--- src/rtl/bpl_frame_tx.sv ---
module bpl_frame_tx #(
  parameter int CLKS_PER_HALFBIT = 104167,
  parameter int GAP_HALFBITS     = 22
) (
  input  logic       clk,
  input  logic       rst_n,
  input  logic       valid_i,
  input  logic [7:0] addr_i,
  input  logic [7:0] data_i,
  output logic       ready_o,
  output logic       line_o,
  output logic       done_o
);
  localparam int CODED = 34;
  localparam int STOPH = 4;
  localparam int GAPH  = (GAP_HALFBITS < STOPH) ? STOPH : GAP_HALFBITS;
  localparam int TOTAL = CODED + GAPH;
  localparam int CW    = $clog2(CLKS_PER_HALFBIT + 1);
  localparam int HW    = $clog2(TOTAL + 1);

  logic          busy;
  logic [CW-1:0] tick;
  logic [HW-1:0] half;
  logic [16:0]   shreg;

  wire half_end = (tick == CW'(CLKS_PER_HALFBIT - 1));
  wire coded    = (half < HW'(CODED));
  wire accept   = valid_i & ~busy;

  always_ff @(posedge clk) begin
    if (!rst_n) begin
      busy  <= 1'b0;
      tick  <= '0;
      half  <= '0;
      shreg <= '0;
    end else if (accept) begin
      busy  <= 1'b1;
      tick  <= '0;
      half  <= '0;
      shreg <= {1'b1, addr_i, data_i};
    end else if (busy) begin
      if (half_end) begin
        tick <= '0;
        if (half == HW'(TOTAL - 1)) busy <= 1'b0;
        else                        half <= half + 1'b1;
        if (half[0]) shreg <= {shreg[15:0], 1'b0};
      end else begin
        tick <= tick + 1'b1;
      end
    end
  end

  // second half carries the bit value, first half its complement
  assign line_o  = (busy && coded) ? (half[0] ? shreg[16] : ~shreg[16]) : 1'b1;
  assign done_o  = busy && (half == HW'(CODED + STOPH - 1)) && half_end;
  assign ready_o = ~busy;
endmodule


--- config.mk ---
export PLATFORM = sky130hd
export DESIGN_NAME = bpl_frame_tx
export DESIGN_NICKNAME = d
export VERILOG_FILES = /design/src/rtl/bpl_frame_tx.sv
export SDC_FILE = /design/constraint.sdc
export NUM_CORES = 1
export LEC_CHECK = 0
export BUFFER_PORTS_ARGS = -buffer_cell sky130_fd_sc_hd__buf_4
export CAP_MARGIN = 20
export CORE_MARGIN = 2
export CORE_UTILIZATION = 57
export DETAILED_ROUTE_END_ITERATION = 8
export PLACE_DENSITY = 0.78
export REMOVE_ABC_BUFFERS = 1
export SKIP_LAST_GASP = 1
export SLEW_MARGIN = 10
export SYNTH_ARGS = -nofsm -noshare
export SYNTH_HDL_FRONTEND = slang
export SYNTH_SLANG_ARGS = --single-unit
--- constraint.sdc ---
create_clock -name clk -period 2.7 [get_ports clk]
set_input_delay 0.54 -clock clk [delete_from_list [all_inputs] [get_ports clk]]
set_output_delay 0.54 -clock clk [all_outputs]
set_load 0.01 [all_outputs]
==> summary.md <==
| Metric | Value |
|---|---|
| Mean Syn Cell Area | `8.29 um^2` |
| Final-report hold violation count | `0` |
| Critical Path Fanout Max | `5` |
| IO Pins | `22` |
| N_diodes | `0` |
| Row count | `21` |
| Outcome | `completed` |
| DR vias | `1922` |
| Worst vdd ir | `0.000319 V` |
| Area leader, netlist | `dfxtp_1` |
| DR WL met3 | `203 um` |
| Tot Pwr | `0.00109 W` |
| Root Driver | `clkbuf_4` |
| Post-CTS Setup Repair Bufs | `0` |
| Worst slew margin | `63.3%` |
| Min-Delay Path Class | `in2reg` |
| Avg Vias per Cell | `6.20` |
| Placer Congestion | `0.796` |
| XOR/XNOR share of the synthesized area | `4.74%` |
| Drt wl/cell | `14.7 um` |
| Drt first pass iters | `4` |
| Final Instance Area | `2320 um^2` |
| Synth-to-Final Area Change | `14.0%` |
| Multi-input gate area | `1130 um^2` |
| Synth area leaders | `dfxtp_1 40%, o21ai_0 7.1%, a21oi_1 6.9%, a41oi_1 6.5%, clkbuf_1 2.6%` |
| CTS Sinks | `41` |
| Met2 Wirelength | `2.01 mm` |
| Max cap viols | `0` |
| Slowest cell on crit path | `or4_1` |
| Largest family of logic cells by synthesized area | `compound AO/OA/AOI/OAI gates` |
| All-Layer GR Usage | `24.8%` |
| M1 WL | `2.28 mm` |
| Worst path buffer plus inverter count | `1` |
| NumNets Final | `286` |
| WL final | `4.55 mm` |
| Die Wd | `63.7 um` |
| TritonCTS clock tree | `yes` |
| Worst EP arrival | `1.96 ns` |
| Delay-heaviest family, CP | `simple AND/OR/NAND/NOR gates` |
| Synth Area in Compound Gates | `28.4%` |
| Cell variety after synth | `39` |
| Filler cells | `288` |
| Max clock buf depth | `2` |
| Critical-path cell list | `or3_1 > or4_1 > nor3_2 > buf_4` |
| Largest net degree at the start of global routing | `26` |
| DR iter-0 viols | `118` |
| Setup violators final | `0` |
| ANT nets after route | `0` |
| Period utilization | `92.7%` |
| RSZ-0062 raised after global routing | `false` |
| Synthesis Warnings | `0` |
| Final Skew | `0.00834 ns` |
| Dpl hpwl | `3.05 mm` |
| Slew at the pin with the worst max-slew slack | `0.551 ns` |
| Starting Density | `59.9%` |
| Async SR Flop Fraction | `0%` |
| Fmax | `400 MHz` |
| Die Area | `4060 um^2` |
| Slew Limit Fails | `0` |
| Commonest non-fill, non-tap cell in the layout | `dfxtp_1` |
| Most frequent cells in the layout | `40 x dfxtp_1, 29 x o21ai_0, 28 x a21oi_1, 28 x buf_4, 15 x a41oi_1` |
| Yosys top cell area share | `40.4%` |
| PortBufs | `21` |
| Ys flop type | `dfxtp_1` |
| #FFs+latches synth | `41` |
| Share of cells above drive strength 1 | `15.5%` |
| Vias in the first global route | `1737` |
| First-pass GRT wire length | `8.02 mm` |
| Crit path kind | `reg2out` |
| Dpl cell area | `2240 um^2` |
| Register area share after synthesis | `40.4%` |
| Crit path required time | `2.16 ns` |
| Congestion Overflow GR | `0` |
| Simple-Gate Fraction of Synth Area | `19.3%` |
| H-Tree Depth | `2` |
| Skew-Pair Late Insertion Delay | `0.35 ns` |
| Synth Area in Adders | `2.46%` |
| Reg clk slew, reported paths | `0.12 ns` |
| Cell Pwr Density | `469 nW/um^2` |
| CP max stage delay | `0.54 ns` |
| Multiplexer share of the synthesized area | `0%` |
| Core area | `3390 um^2` |
| CTS buffer count | `5` |
| Syn Std Cell Area | `2030 um^2` |
| EDFF count, synth | `0` |
| Synth Instances | `245` |
| Crit start category | `register` |
| Leakage Power | `0.753 nW` |
| Tmin final | `2.50 ns` |
| CP Capture Type | `output pin` |
| Max Used Layer | `met4` |
| Die Ht | `63.7 um` |
| Initial antenna violation count | `0` |
| DRC | `0` |
| Reg area | `822 um^2` |
cell usage after synthesis (2+ instances only):
master	instances
dfxtp_1	41
o21ai_0	29
a21oi_1	28
a41oi_1	15
clkbuf_1	14
nor2_1	13
nand2_1	11
nand3_1	10
inv_1	8
nand4_1	7
or4_1	7
o31ai_1	6
xnor2_1	6
nor4_1	5
o21ai_1	5
xor2_1	5
ha_1	4
o41ai_1	3
a31oi_1	2
and2_1	2
and4_1	2
buf_1	2
nand4b_1	2
nor3_1	2
or3_1	2
registers in the layout, summed over array words and instances, names as in the netlist:
signal / cells
busy: 1
shreg: 17
tick: 17
half: 6
final cells by class:
type                    instances  area share, %
inverters                       8           1.30
clock inverters                 1          0.216
repair buffers                 28           9.08
well taps                      46           2.49
clock buffers                   7           2.81
flip-flops and latches         41           35.5
multi-input cells             179           48.6
layer usage:
| metal | GRT usage (%) | vias up |
|---|---|---|
| met3 | 7.32 | 4 |
| li1 | - | 970 |
| met4 | 8.15 | 0 |
| met5 | 0 | - |
| met1 | 34.7 | 900 |
| met2 | 36.6 | 48 |
power by group:
group / internal (W) / total [W] / switching (W) / leakage (nW)
clock network: 0.000151 / 0.000348 / 0.000197 / 0.0413
registers: 0.000628 / 0.000641 / 0.0000128 / 0.335
logic: 0.0000493 / 0.0000988 / 0.0000495 / 0.377
total: 0.000828 / 0.00109 / 0.000259 / 0.753
logic make-up (layout without fill, tap and decap cells):
kind of cell,Yosys count,in the layout
xor gates and xnor gates,11,11
adders and majority gates,4,4
DFF,41,41
buffers and inverters,25,44
AOI/OAI and AO/OA,94,94
and+or+nand+nor,70,70
metrics by stage:
| step | util [%] | TNS, ns | hold slack, ns | instances | setup slack, ns |
|---|---|---|---|---|---|
| after floorplan | - | -10.18 | 0.447 | 228 | -0.518 |
| after global placement | 66.1 | 0 | 0.462 | 302 | 0.535 |
| after detailed placement | 66.1 | 0 | 0.468 | 302 | 0.512 |
| after CTS | 68.1 | 0 | 0.415 | 310 | 0.167 |
| after global routing | 68.3 | 0 | 0.409 | 310 | 0.0449 |
| final | 68.3 | 0 | 0.428 | 310 | 0.197 |
final timing paths:
check / startpoint / to / slack, ns / cells after the start
min reg2reg: shreg[3] / shreg[3] / 0.49 / 2
max: tick[8] / done_o / 0.20 / 4
min: data_i[0] / shreg[0] / 0.43 / 3
max reg2reg: tick[8] / half[4] / 0.46 / 5
timing repair:
action | in CTS | in global routing
resized for setup | 0 | 2
endpoints found under the setup margin | 0 | 1
hold buffers | 0 | 0
worst reg2reg max path, delay by kind of cell, from the launching register on:
kind	cells	cell delay, ns
AO/OA/AOI/OAI	1	0.14
buffers and inverters	1	0.24
flip-flops	1	0.36
AND/OR/NAND/NOR	3	1.44
No activity file was read; power rests on OpenSTA's default activity.
